**src/rtl/osdw_pkg.sv**
```systemverilog
package osdw_pkg;
  localparam int BYTE_W    = 8;
  localparam int MARK_BIT  = 7;  // 1 = row byte where a header is expected
  localparam int MODE_BIT  = 6;  // column byte: 1 = streaming
  localparam int PLANE_BIT = 5;  // row byte: 1 = attribute plane
  localparam int HI_BIT    = 5;  // column byte: font code bit 8

  typedef enum logic [2:0] {
    ST_ROW,     // waiting for a row byte
    ST_COL,     // row seen, waiting for a column byte
    ST_DATA,    // single data byte expected
    ST_NEXT,    // after a single data byte: row or column
    ST_STREAM   // every byte is data
  } osdw_state_e;

  typedef enum logic [1:0] {
    ACT_NONE,
    ACT_ROW,
    ACT_COL,
    ACT_DATA
  } osdw_act_e;
endpackage

```
**src/rtl/osdw_seq.sv**
```systemverilog
module osdw_seq
  import osdw_pkg::*;
(
  input  logic      clk,
  input  logic      rst_n,
  input  logic      acc,
  input  logic      mark,
  input  logic      mode,
  input  logic      pkt_start,
  input  logic      pkt_end,
  output osdw_act_e act_o,
  output logic      stream_o,
  output logic      bad_o
);
  osdw_state_e st_q, cur, nxt;

  // A start pulse takes effect before the byte of the same cycle.
  assign cur      = pkt_start ? ST_ROW : st_q;
  assign stream_o = (cur == ST_STREAM);

  always_comb begin
    act_o = ACT_NONE;
    bad_o = 1'b0;
    nxt   = cur;
    if (acc) begin
      unique case (cur)
        ST_ROW: begin
          if (mark) begin
            act_o = ACT_ROW;
            nxt   = ST_COL;
          end else begin
            bad_o = 1'b1;
          end
        end
        ST_COL, ST_NEXT: begin
          if (mark) begin
            act_o = ACT_ROW;
            nxt   = ST_COL;
          end else begin
            act_o = ACT_COL;
            nxt   = mode ? ST_STREAM : ST_DATA;
          end
        end
        ST_DATA: begin
          act_o = ACT_DATA;
          nxt   = ST_NEXT;
        end
        ST_STREAM: begin
          act_o = ACT_DATA;
        end
        default: nxt = ST_ROW;
      endcase
    end
  end

  always_ff @(posedge clk or negedge rst_n) begin
    if (!rst_n)       st_q <= ST_ROW;
    else if (pkt_end) st_q <= ST_ROW;
    else              st_q <= nxt;
  end
endmodule

```
**src/rtl/osdw_addr.sv**
```systemverilog
module osdw_addr
  import osdw_pkg::*;
#(
  parameter int ROW_W    = 5,
  parameter int COL_W    = 5,
  parameter int NUM_ROWS = 15,
  parameter int NUM_COLS = 30
) (
  input  logic              clk,
  input  logic              rst_n,
  input  osdw_act_e         act,
  input  logic              stream,
  input  logic [BYTE_W-1:0] byte_i,
  output logic [ROW_W-1:0]  row_o,
  output logic [COL_W-1:0]  col_o,
  output logic              attr_o,
  output logic [BYTE_W:0]   data_o
);
  localparam int              CODE_ROW_W = ROW_W - 1;
  localparam logic [ROW_W-1:0] ROW_LAST  = ROW_W'(NUM_ROWS - 1);
  localparam logic [COL_W-1:0] COL_LAST  = COL_W'(NUM_COLS - 1);

  logic [ROW_W-1:0] row_q, row_new;
  logic [COL_W-1:0] col_q;
  logic             attr_q, hi_q;

  assign row_new = byte_i[PLANE_BIT] ? byte_i[ROW_W-1:0]
                                     : {1'b0, byte_i[CODE_ROW_W-1:0]};

  always_ff @(posedge clk or negedge rst_n) begin
    if (!rst_n) begin
      row_q  <= '0;
      col_q  <= '0;
      attr_q <= 1'b0;
      hi_q   <= 1'b0;
    end else begin
      unique case (act)
        ACT_ROW: begin
          attr_q <= byte_i[PLANE_BIT];
          row_q  <= row_new;
        end
        ACT_COL: begin
          col_q <= byte_i[COL_W-1:0];
          hi_q  <= byte_i[HI_BIT] & ~attr_q;
        end
        ACT_DATA: begin
          if (stream) begin
            if (col_q >= COL_LAST) begin
              col_q <= '0;
              row_q <= (row_q >= ROW_LAST) ? '0 : row_q + ROW_W'(1);
            end else begin
              col_q <= col_q + COL_W'(1);
            end
          end
        end
        default: ;
      endcase
    end
  end

  assign row_o  = row_q;
  assign col_o  = col_q;
  assign attr_o = attr_q;
  assign data_o = {hi_q & ~attr_q, byte_i};
endmodule

```
**src/rtl/osdw_outreg.sv**
```systemverilog
module osdw_outreg #(
  parameter int W = 20
) (
  input  logic         clk,
  input  logic         rst_n,
  input  logic         load,
  input  logic [W-1:0] din,
  input  logic         ready_i,
  output logic         valid_o,
  output logic [W-1:0] dout,
  output logic         space_o
);
  logic         vld_q;
  logic [W-1:0] dat_q;

  assign space_o = ~vld_q | ready_i;

  always_ff @(posedge clk or negedge rst_n) begin
    if (!rst_n) begin
      vld_q <= 1'b0;
      dat_q <= '0;
    end else if (load) begin
      vld_q <= 1'b1;
      dat_q <= din;
    end else if (ready_i) begin
      vld_q <= 1'b0;
    end
  end

  assign valid_o = vld_q;
  assign dout    = dat_q;
endmodule

```
**src/rtl/osd_wr_decoder.sv**
```systemverilog
module osd_wr_decoder
  import osdw_pkg::*;
#(
  parameter int ROW_W    = 5,
  parameter int COL_W    = 5,
  parameter int NUM_ROWS = 15,
  parameter int NUM_COLS = 30
) (
  input  logic              clk,
  input  logic              rst_n,
  input  logic              in_valid,
  output logic              in_ready,
  input  logic [BYTE_W-1:0] in_byte,
  input  logic              pkt_start,
  input  logic              pkt_end,
  output logic              wr_valid,
  input  logic              wr_ready,
  output logic              wr_attr,
  output logic [ROW_W-1:0]  wr_row,
  output logic [COL_W-1:0]  wr_col,
  output logic [BYTE_W:0]   wr_data,
  output logic              seq_err
);
  localparam int DATA_W = BYTE_W + 1;
  localparam int REQ_W  = 1 + ROW_W + COL_W + DATA_W;

  logic             acc, stream, bad, err_q, space;
  osdw_act_e        act;
  logic [ROW_W-1:0] a_row;
  logic [COL_W-1:0] a_col;
  logic             a_attr;
  logic [DATA_W-1:0] a_data;
  logic [REQ_W-1:0] req_d, req_q;

  assign in_ready = space;
  assign acc      = in_valid & space;

  osdw_seq u_seq (
    .clk       (clk),
    .rst_n     (rst_n),
    .acc       (acc),
    .mark      (in_byte[MARK_BIT]),
    .mode      (in_byte[MODE_BIT]),
    .pkt_start (pkt_start),
    .pkt_end   (pkt_end),
    .act_o     (act),
    .stream_o  (stream),
    .bad_o     (bad)
  );

  osdw_addr #(
    .ROW_W    (ROW_W),
    .COL_W    (COL_W),
    .NUM_ROWS (NUM_ROWS),
    .NUM_COLS (NUM_COLS)
  ) u_addr (
    .clk    (clk),
    .rst_n  (rst_n),
    .act    (act),
    .stream (stream),
    .byte_i (in_byte),
    .row_o  (a_row),
    .col_o  (a_col),
    .attr_o (a_attr),
    .data_o (a_data)
  );

  assign req_d = {a_attr, a_row, a_col, a_data};

  osdw_outreg #(.W(REQ_W)) u_out (
    .clk     (clk),
    .rst_n   (rst_n),
    .load    (act == ACT_DATA),
    .din     (req_d),
    .ready_i (wr_ready),
    .valid_o (wr_valid),
    .dout    (req_q),
    .space_o (space)
  );

  assign {wr_attr, wr_row, wr_col, wr_data} = req_q;

  always_ff @(posedge clk or negedge rst_n) begin
    if (!rst_n) err_q <= 1'b0;
    else        err_q <= bad;
  end
  assign seq_err = err_q;
endmodule

```
**config.mk**
```make
export PLATFORM = sky130hd
export DESIGN_NAME = osd_wr_decoder
export DESIGN_NICKNAME = d
export VERILOG_FILES = /design/src/rtl/osdw_pkg.sv /design/src/rtl/osdw_seq.sv /design/src/rtl/osdw_addr.sv /design/src/rtl/osdw_outreg.sv /design/src/rtl/osd_wr_decoder.sv
export SDC_FILE = /design/constraint.sdc
export NUM_CORES = 1
export LEC_CHECK = 0
export ABC_AREA = 1
export BUFFER_PORTS_ARGS = -buffer_cell sky130_fd_sc_hd__buf_4
export CAP_MARGIN = 10
export CORE_MARGIN = 1
export CORE_UTILIZATION = 55
export DETAILED_ROUTE_END_ITERATION = 7
export HOLD_SLACK_MARGIN = 0.1
export PLACE_DENSITY = 0.81
export SYNTH_ARGS = -nofsm -noshare
export SYNTH_HDL_FRONTEND = slang
export SYNTH_SLANG_ARGS = --single-unit
```
**constraint.sdc**
```tcl
create_clock -name clk -period 1.69 [get_ports clk]
set_clock_uncertainty 0.15 [all_clocks]
set_input_delay 0.0845 -clock clk [delete_from_list [all_inputs] [get_ports clk]]
set_output_delay 0.0845 -clock clk [all_outputs]
set_load 0.1 [all_outputs]
```
==> results of run 1 <==
-- cell families after synthesis --
kind of cell | share of synthesized area [%]
and+or+nand+nor | 34.9
DFF | 47.6
buffers and inverters | 6.56
AOI/OAI and AO/OA | 6.50
xor gates and xnor gates | 1.80
adders and majority gates | 2.57
-- worst max-delay path, stage by stage, from the launching register on --
cell	delay (ps)
dfrtp_1	430
inv_2	100
nand3_4	100
nand2_1	90
nand2_2	100
nand2_4	100
nand3_4	90
buf_6	160
buf_6	130
nand2_1	70
o21ai_1	80
-- flip-flops by register name, summed over array words and instances (netlist names) --
name           flops
u_out.dout        20
u_addr.col_o       5
u_out.valid_o      1
u_addr.hi_q        1
seq_err            1
u_seq.st_q         3
u_addr.row_o       5
u_addr.attr_o      1
-- layout make-up --
cell class	instances	share of cell area, %
clock buffer	7	1.98
clock inverter	1	1.08
multi-input combinational	185	36.2
inverter	21	3.11
sequential	37	33.5
tap	46	2.07
timing repair buffer	74	22.1
-- layout by cell type (no fill, tap or decap), types with 2 or more instances in the layout --
cell type,netlist,final
a211oi_1,2,2
buf_4,1,55
buf_6,1,2
clkbuf_4,0,5
dfrtp_1,37,36
dlygate4sd3_1,0,15
ha_1,4,4
inv_1,18,16
inv_2,1,3
nand2_1,114,103
nand2_2,5,14
nand2_4,2,2
nand2_8,0,2
nand3_1,13,12
nand3_4,1,3
nor2_1,14,12
nor2_4,0,4
o21ai_0,3,2
o21ai_1,6,7
o21ai_2,2,2
xnor2_1,2,2
xor2_1,2,2
-- report_power, final --
group / leakage (nW) / internal, W / switching [W]
Combinational: 0.964 / 0.000596 / 0.00189
Sequential: 0.475 / 0.00115 / 0.000168
Clock: 0.0455 / 0.000353 / 0.000291
Total: 1.48 / 0.00210 / 0.00234
-- final timing paths --
path                                              end  cells after the start                       from
min                           u_seq.st_q[1]$_DFF_PN0_                      6                  pkt_start
max reg2reg                u_out.dout[10]$_DFFE_PN0N_                     10    u_seq.st_q[0]$_DFF_PN0_
max in group asynchronous   u_out.valid_o$_DFFE_PN0P_                      3                      rst_n
min in group asynchronous   u_out.dout[9]$_DFFE_PN0N_                      3                      rst_n
min reg2reg                 u_out.dout[3]$_DFFE_PN0N_                      2  u_out.dout[3]$_DFFE_PN0N_
max                        u_out.dout[10]$_DFFE_PN0N_                     10    u_seq.st_q[0]$_DFF_PN0_
-- routing by layer --
layer,global-route usage [%],vias up,share of wire [%]
met1,31.7,879,42
met5,0,-,0
met4,9.52,0,2.2
met2,46.7,57,51
li1,-,932,-
met3,6.30,13,4.7
-- stage by stage --
| stage | util [%] | std cells | instance area, um2 | setup slack, ps |
|---|---|---|---|---|
| 3_5_place_dp | 71.3 | 342 | 2400 | 13.2 |
| 5_1_grt | 82.6 | 371 | 2780 | -91.3 |
| 2_1_floorplan | - | 248 | 1990 | -139 |
| 3_3_place_gp | 71.3 | 342 | 2400 | 81.6 |
| 4_1_cts | 78.9 | 366 | 2650 | 16.6 |
| 6_report | 82.6 | 371 | 2780 | -12.1 |
-- what timing repair did --
action                                  4_1_cts  5_1_grt
pin swaps                                     0        8
endpoints found under the setup margin        6       26
resized for setup                             4       24
setup buffers                                 0        5
hold endpoints to repair                     62        3
==> flow_metrics.env, run 1 <==
export IMPL_die_x_um=61.5
export IMPL_ios=37
export IMPL_cts_tree="built"
export IMPL_ys_ff_latch=37
export IMPL_syn_nets=266
export IMPL_routed_via_density=5.07
export IMPL_syn_area_um2=1940
export IMPL_ctsHoldBuffers=16
export IMPL_fin_crit_ps=1700
export IMPL_critPathCaptureType="flip-flop"
export IMPL_post_route_drc_count=0
export IMPL_cts_root_buf="clkbuf_4"
export IMPL_synth_commonest_cells="nand2_1, dfrtp_1, inv_1, nor2_1, nand3_1"
export IMPL_rsz0062_at_grt="yes"
export IMPL_hold_viol=0
export IMPL_seq_area_frac_synth_pct=47.6
export IMPL_slew_headroom_pct=69.0
export IMPL_reg2reg_slack_ps=-10
export IMPL_final_layout_size_suffix_gt1_share_pct=32.3
export IMPL_avgSynthCellArea_um2=7.84
export IMPL_h_tree_depth=2
export IMPL_grt_usage_pct=26.5
export IMPL_outcome="finished with violations"
export IMPL_drv_slew=0
export IMPL_ant_nets=0
export IMPL_regArea_um2=930
export IMPL_synth_most_common_cell="nand2_1"
export IMPL_vdd_drop_max_uv=1240
export IMPL_fmax_mhz=587
export IMPL_synth_area_top_cells="dfrtp_1, nand2_1, inv_1"
export IMPL_area_growth_pct=42.9
export IMPL_drt_wl_total_mm=4.96
export IMPL_power_w=0.00444
export IMPL_worst_slack_ps=-12.1
export IMPL_diodes=0
export IMPL_gr_total_overflow=0
export IMPL_multi_input_area_um2=1010
export IMPL_fillers=209
export IMPL_clock_sinks=37
export IMPL_finalCritPeriodShare_pct=101
export IMPL_crit_fanout=9
export IMPL_setup_violations=1
export IMPL_ys_types=33
export IMPL_yosys_warnings=0
export IMPL_die_height_um=61.5
export IMPL_violations="negative setup slack"
export IMPL_hold_ws_ps=17.8
export IMPL_tns_ps=-12.1
export IMPL_synthCells=248
export IMPL_drt_iter0_drc=108
export IMPL_portBuffers=36
export IMPL_grt_pass1_vias=1657
export IMPL_clock_latency_ps=350
export IMPL_gp_congestion=0.927
export IMPL_worst_ep_arrival_time_ps=1790
export IMPL_maxCapViolCount=0
export IMPL_drtPass1Iterations=7
export IMPL_critPathRequiredTime_ps=1780
export IMPL_wl_per_cell_um=13.4
export IMPL_dpl_hpwl_mm=3.10
export IMPL_path_clk_slew_ps=110
export IMPL_synth_async_reset_ratio_pct=100
export IMPL_yosys_area_top_type="dfrtp_1"
export IMPL_fp_row_count=21
export IMPL_core_area_um2=3360
export IMPL_grt_pass1_wl_mm=7.15
export IMPL_grt_max_degree=38
export IMPL_initial_core_util_pct=57.8
export IMPL_via_count=1881
export IMPL_hold_class="input port to flip-flop"
export IMPL_power_density_nw_per_um2=1600
export IMPL_ys_flop_type="dfrtp_1"
export IMPL_dieArea_um2=3780
export IMPL_power_leakage_nw=1.48
export IMPL_grt_antenna_before_repair=0
export IMPL_synth_edff_count=0
export IMPL_cp_start_kind="flip-flop"
export IMPL_tightest_slew_ps=466
export IMPL_cts_max_path_buffers=2
export IMPL_synth_top_area_share_pct=47.6
export IMPL_cts_buffers=5
export IMPL_nets=342
export IMPL_worstSetupPathType="flip-flop to flip-flop"
(Power assumes the default switching activity.)
==> run 2, diff against run 1 <==
==> constraint.sdc (replaced) <==
create_clock -name clk -period 1.69 [get_ports clk]
set_clock_uncertainty 0.15 [all_clocks]
set_input_delay 0.169 -clock clk [delete_from_list [all_inputs] [get_ports clk]]
set_output_delay 0.169 -clock clk [all_outputs]
set_load 0.1 [all_outputs]
==> run 2 against run 1 <==
  * The flow still finishes with violations (negative setup slack)
  * Register-to-register slack barely moved
  * Hold slack improved by 80 ps
  * Via count is 2.1% higher
  * Sequential power about the same
  * Non-clock buffer count up 2
  * Setup slack improved by 2.9 ps
==> flow_metrics.env, run 2 (synthesized netlist as in run 1, its figures left out) <==
export IMPL_fmax_mhz=589
export IMPL_hold_viol=0
export IMPL_layout_common_cells="nand2_1, buf_4, dfrtp_1, dlygate4sd3_1"
export IMPL_die_height_um=61.5
export IMPL_worstSetupPathType="flip-flop to flip-flop"
export IMPL_worst_slack_ps=-9.20
export IMPL_placed_area_um2=2400
export IMPL_power_leakage_nw=1.46
export IMPL_violations="negative setup slack"
export IMPL_final_layout_size_suffix_gt1_share_pct=33.9
export IMPL_gp_congestion=0.909
export IMPL_clock_sinks=37
export IMPL_crit_fanout=5
export IMPL_grt_antenna_before_repair=0
export IMPL_dieArea_um2=3780
export IMPL_layout_commonest_cell="nand2_1"
export IMPL_cpPeakStageDelay_ps=520
export IMPL_path_cells="nand2_8 -> nand2_8 -> buf_4 -> a21oi_1 -> nand2_1 -> inv_1 -> nand2_2 -> nand2_1 -> nand2_1"
export IMPL_die_x_um=61.5
export IMPL_tightest_slew_ps=465
export IMPL_grt_pass1_wl_mm=7.13
export IMPL_rsz0062_at_grt="yes"
export IMPL_gr_total_overflow=0
export IMPL_drtPass1Iterations=4
export IMPL_grt_pass1_vias=1639
export IMPL_drt_iter0_drc=99
export IMPL_outcome="finished with violations"
export IMPL_cts_tree="built"
export IMPL_timing_critical_path_mode_cell="nand2_1"
export IMPL_largest_reg_flops=20
export IMPL_clock_latency_ps=350
export IMPL_h_tree_depth=2
export IMPL_finalNonFillerCells=373
export IMPL_area_growth_pct=42.8
export IMPL_vdd_drop_max_uv=1360
export IMPL_critical_path_slowest_cell="dfrtp_4"
export IMPL_via_count=1921
export IMPL_pre_cts_ws_ps=20.8
export IMPL_routed_via_density=5.15
export IMPL_nets=344
export IMPL_critPathRequiredTime_ps=1790
export IMPL_core_area_um2=3360
export IMPL_grt_max_degree=38
export IMPL_path_clk_slew_ps=110
export IMPL_fin_crit_ps=1700
export IMPL_hold_class="input port to flip-flop"
export IMPL_power_w=0.00430
export IMPL_drt_wl_total_mm=4.95
export IMPL_initial_core_util_pct=57.8
export IMPL_slew_headroom_pct=69.0
export IMPL_setup_violations=3
export IMPL_worst_ep_arrival_time_ps=1800
export IMPL_cts_buffers=5
export IMPL_wl_per_cell_um=13.3
export IMPL_cts_max_path_buffers=2
export IMPL_maxCapViolCount=0
export IMPL_ios=37
export IMPL_drv_slew=0
export IMPL_cp_start_kind="flip-flop"
export IMPL_postLayoutCellArea_um2=2780
export IMPL_diodes=0
export IMPL_critPathCaptureType="flip-flop"
export IMPL_placed_cells=342
export IMPL_power_density_nw_per_um2=1550
export IMPL_fp_row_count=21
export IMPL_cts_root_buf="clkbuf_4"
export IMPL_ant_nets=0
export IMPL_finalCritPeriodShare_pct=101
export IMPL_post_route_drc_count=0
export IMPL_portBuffers=36
export IMPL_dpl_hpwl_mm=3.13
export IMPL_grt_usage_pct=26.3
==> run 2: cell types whose count changed in the layout (fill, tap and decap cells not counted), moves of 2 or more <==
cell      previous run  this run
inv_2                3         5
clkinv_2             0         2
inv_1               16        13
buf_8                1         3
==> run 2: final timing paths <==
path / from / end / slack, ps / cells after the start
setup / recovery: u_out.valid_o$_DFFE_PN0P_ / u_addr.row_o[4]$_DFFE_PN0P_ / -9 / 9
hold / removal: pkt_start / u_seq.st_q[2]$_DFF_PN0_ / 100 / 5
setup reg to reg: u_out.valid_o$_DFFE_PN0P_ / u_addr.row_o[4]$_DFFE_PN0P_ / -9 / 9
hold reg to reg: u_out.dout[12]$_DFFE_PN0N_ / u_out.dout[12]$_DFFE_PN0N_ / 340 / 2
max in group asynchronous: rst_n / u_out.valid_o$_DFFE_PN0P_ / 870 / 2
min in group asynchronous: rst_n / u_out.dout[10]$_DFFE_PN0N_ / 150 / 2
==> run 2: metal layers <==
metal  share of wire (%)  GRT usage, %  up-vias  routed length [um]
li1                    -             -      937                   -
met4                 2.5          9.21        0                 124
met3                 6.0          6.72       14                 295
met2                  49          42.9       68                2450
met1                  42          34.1      902                2080
met5                   0             0        -                   0
==> run 2: metrics by stage <==
stage	utilization, %	hold WS [ps]	TNS [ps]
CTS	77.1	97.8	0
global placement	71.3	7.07	0
finish	82.6	98.2	-24.5
detailed placement	71.3	7.16	0
floorplan	-	-277	-3970
global route	82.6	106	-1080
==> run 2: area by class of cell <==
class                   count  area [um2]
fillers                   207         587
clock inverters             2        10.0
well taps                  46        57.6
multi-input cells         185         993
clock buffers               6        41.3
inverters                  21        90.1
repair buffers             76         653
flip-flops and latches     37         931
==> run 2: worst max-delay path: cells and delay by family (launching register included) <==
family	cells	cell delay [ps]
AOI/OAI and AO/OA	1	150
buffers and inverters	2	250
DFF	1	520
and+or+nand+nor	6	530
==> run 2: timing repair <==
action	4_1_cts	5_1_grt
hold endpoints to repair	61	0
resized for setup	1	32
setup buffers	0	8
pin swaps	0	3
cloned	0	1
hold buffers	14	0
setup endpoints to repair	3	28
==> run 2: where the power goes <==
part	total, W	switching, W	leakage [nW]	internal [W]
Combinational	0.00251	0.00189	0.957	0.000618
Clock	0.000461	0.000303	0.0320	0.000158
Sequential	0.00132	0.000174	0.474	0.00115
Total	0.00430	0.00237	1.46	0.00192
==> run 3, diff against run 2 <==
Settings changed: PLACE_DENSITY 0.81 to 0.8, SYNTH_HIERARCHICAL set to 1.
==> run 3 against run 2 <==
  * Combinational power about the same
  * The flow still finishes with violations (negative setup slack)
  * Sequential power up 9.8%
  * Cell area up 13%
  * Largest cell class unchanged
  * Setup slack worse by 230 ps
  * Total power up 14%
  * First-iteration DRC count up 46%
  * Wire length up 26%
  * Highest routed layer unchanged
==> flow_metrics.env, run 3 <==
export IMPL_grt_max_degree=38
export IMPL_synth_most_common_cell="nand2_1"
export IMPL_crit_start="u_seq/st_q[2]$_DFF_PN0_"
export IMPL_critical_path_slowest_cell="dfrtp_1"
export IMPL_worstHoldStart="in_byte[7]"
export IMPL_worst_slack_ps=-240
export IMPL_grtUsageMet3_pct=6.77
export IMPL_gr_total_overflow=0
export IMPL_slew_headroom_pct=69.2
export IMPL_fin_crit_ps=1930
export IMPL_drt_wl_total_mm=6.24
export IMPL_layout_common_cells="nand2_1, buf_4, dfrtp_1, nand2_2, nand2_4"
export IMPL_largest_reg_flops=20
export IMPL_cts_buffers=5
export IMPL_fmax_mhz=518
export IMPL_wl_per_cell_um=16.1
export IMPL_final_layout_size_suffix_gt1_share_pct=45.4
export IMPL_tightest_slew_ps=462
export IMPL_synth_commonest_cells="nand2_1, dfrtp_1, inv_1, nand2_2, nand3_1"
export IMPL_yosys_area_top_type="dfrtp_1"
export IMPL_die_height_um=65.5
export IMPL_routed_via_density=5.32
export IMPL_fillers=214
export IMPL_portBuffers=36
export IMPL_synth_top_area_share_pct=41.7
export IMPL_syn_area_um2=2220
export IMPL_hold_ws_ps=184
export IMPL_gr_usage_met2_pct=49.6
export IMPL_power_leakage_nw=1.62
export IMPL_synth_area_top_cells="dfrtp_1, nand2_1, nand2_4"
export IMPL_gp_congestion=0.910
export IMPL_hold_viol=0
export IMPL_grt_use_met1_pct=33.4
export IMPL_r2r_start="u_seq/st_q[2]$_DFF_PN0_"
export IMPL_seq_area_frac_synth_pct=41.7
export IMPL_clock_latency_ps=290
export IMPL_core_area_um2=3770
export IMPL_fp_row_count=22
export IMPL_grt_usage_pct=28.7
export IMPL_maxCapViolCount=0
export IMPL_top_usage_layer="met2"
export IMPL_drv_slew=0
export IMPL_setup_violations=32
export IMPL_synth_async_reset_ratio_pct=100
export IMPL_h_tree_depth=2
export IMPL_path_cells="buf_6 -> nor2_4 -> nand2_2 -> nand2_2 -> nor2_2 -> nor2_4 -> buf_6 -> inv_8 -> o21ai_4 -> nand2_1 -> inv_1 -> a21oi_2"
export IMPL_layout_commonest_cell="nand2_1"
export IMPL_path_clk_slew_ps=80
export IMPL_finalNonFillerCells=387
export IMPL_cpPeakStageDelay_ps=430
export IMPL_synthCells=270
export IMPL_clock_sinks=37
export IMPL_yosys_warnings=6
export IMPL_worstSetupPathType="flip-flop to flip-flop"
export IMPL_placed_cells=355
export IMPL_finalCritPeriodShare_pct=114
export IMPL_rsz0062_at_grt="yes"
export IMPL_grt_pass1_wl_mm=9.18
export IMPL_tns_ps=-5190
export IMPL_cp_start_kind="flip-flop"
export IMPL_grt_antenna_before_repair=0
export IMPL_synth_edff_count=0
export IMPL_initial_core_util_pct=58.8
export IMPL_cts_tree="built"
export IMPL_vdd_drop_max_uv=1590
export IMPL_diodes=0
export IMPL_drt_iter0_drc=145
export IMPL_post_route_drc_count=0
export IMPL_ant_nets=0
export IMPL_cts_root_buf="clkbuf_8"
export IMPL_pre_cts_ws_ps=-135
export IMPL_worst_ep_arrival_time_ps=1960
export IMPL_crit_fanout=5
export IMPL_power_density_nw_per_um2=1560
export IMPL_cts_max_path_buffers=2
export IMPL_regArea_um2=930
export IMPL_avgSynthCellArea_um2=8.22
export IMPL_critPathCaptureType="flip-flop"
export IMPL_dpl_hpwl_mm=3.33
export IMPL_drtPass1Iterations=4
export IMPL_outcome="finished with violations"
export IMPL_ys_types=24
export IMPL_critPathRequiredTime_ps=1720
export IMPL_ys_flop_type="dfrtp_1"
export IMPL_violations="negative setup slack"
export IMPL_syn_nets=288
export IMPL_multi_input_area_um2=1220
export IMPL_grt_pass1_vias=2070
export IMPL_via_count=2058
export IMPL_die_x_um=65.5
export IMPL_ios=37
export IMPL_dieArea_um2=4290
export IMPL_hold_class="input port to flip-flop"
export IMPL_area_growth_pct=41.8
export IMPL_ys_ff_latch=37
export IMPL_nets=356
-- run 3: cell count changes after synthesis, moves of 3 or more --
cell / delta
inv_1: +12
nor2_1: +6
buf_4: +8
nand2_1: -41
nand3_1: +9
a21oi_1: +7
o21ai_1: -6
nand2_2: +17
nand4_1: +3
nand2_4: +18
-- run 3: logic make-up after synthesis --
| logic type | share of synthesized area [%] |
|---|---|
| fa+ha+maj | 2.26 |
| compound gates | 3.84 |
| simple gates | 40.6 |
| flops | 41.7 |
| xor+xnor | 0.395 |
| buf+inv | 11.2 |
-- run 3: cell type report --
cell class	instances	share of cell area [%]
repair buffers	73	21.2
clock buffers	5	2.19
clock inverters	3	2.07
inverters	33	4.42
flip-flops and latches	37	29.6
well taps	48	1.91
multi-input cells	188	38.7
-- run 3: worst max-delay path: cells and delay by family, from the launching register on --
family	cells	cell delay, ps
DFF	1	430
AOI/OAI and AO/OA	2	260
buffers and inverters	4	410
and+or+nand+nor	6	570
-- run 3: path summary, 6_finish.rpt --
check,end,slack [ps],cells past startpoint
max,u_addr/col_o[2]$_DFFE_PN0P_,-240,12
min,u_seq/st_q[1]$_DFF_PN0_,180,6
max reg2reg,u_addr/col_o[2]$_DFFE_PN0P_,-240,12
min reg2reg,u_out/dout[16]$_DFFE_PN0P_,330,2
max in group asynchronous,u_out/valid_o$_DFFE_PN0P_,810,2
min in group asynchronous,u_out/dout[12]$_DFFE_PN0P_,210,2
-- run 3: layer usage --
metal,routed length [um],share of wire [%],vias to the layer above
met2,3230,52,88
met3,316,5.1,25
li1,-,-,960
met5,0,0,-
met4,238,3.8,0
met1,2460,39,985
-- run 3: what timing repair did --
item / 4_1_cts / 5_1_grt
setup endpoints to repair: 32 / 33
buffers inserted: 8 / 2
hold buffers: 12 / 0
gates cloned: 1 / 1
pin swaps: 16 / 12
hold endpoints to repair: 57 / 0
resized for setup: 29 / 15
-- run 3: stage by stage --
step | utilization [%] | instance area, um2 | total power [W]
after CTS | 81.2 | 3060 | 0.00484
after global routing | 83.4 | 3150 | 0.00510
after global placement | 69.4 | 2620 | 0.00380
final | 83.4 | 3150 | 0.00489
after floorplan | - | 2280 | 0.00334
after detailed placement | 69.4 | 2620 | 0.00385
-- run 3: power by group --
part	internal [W]	switching [W]
clock network	0.000586	0.000320
logic	0.000673	0.00187
registers	0.00114	0.000301
total	0.00240	0.00249
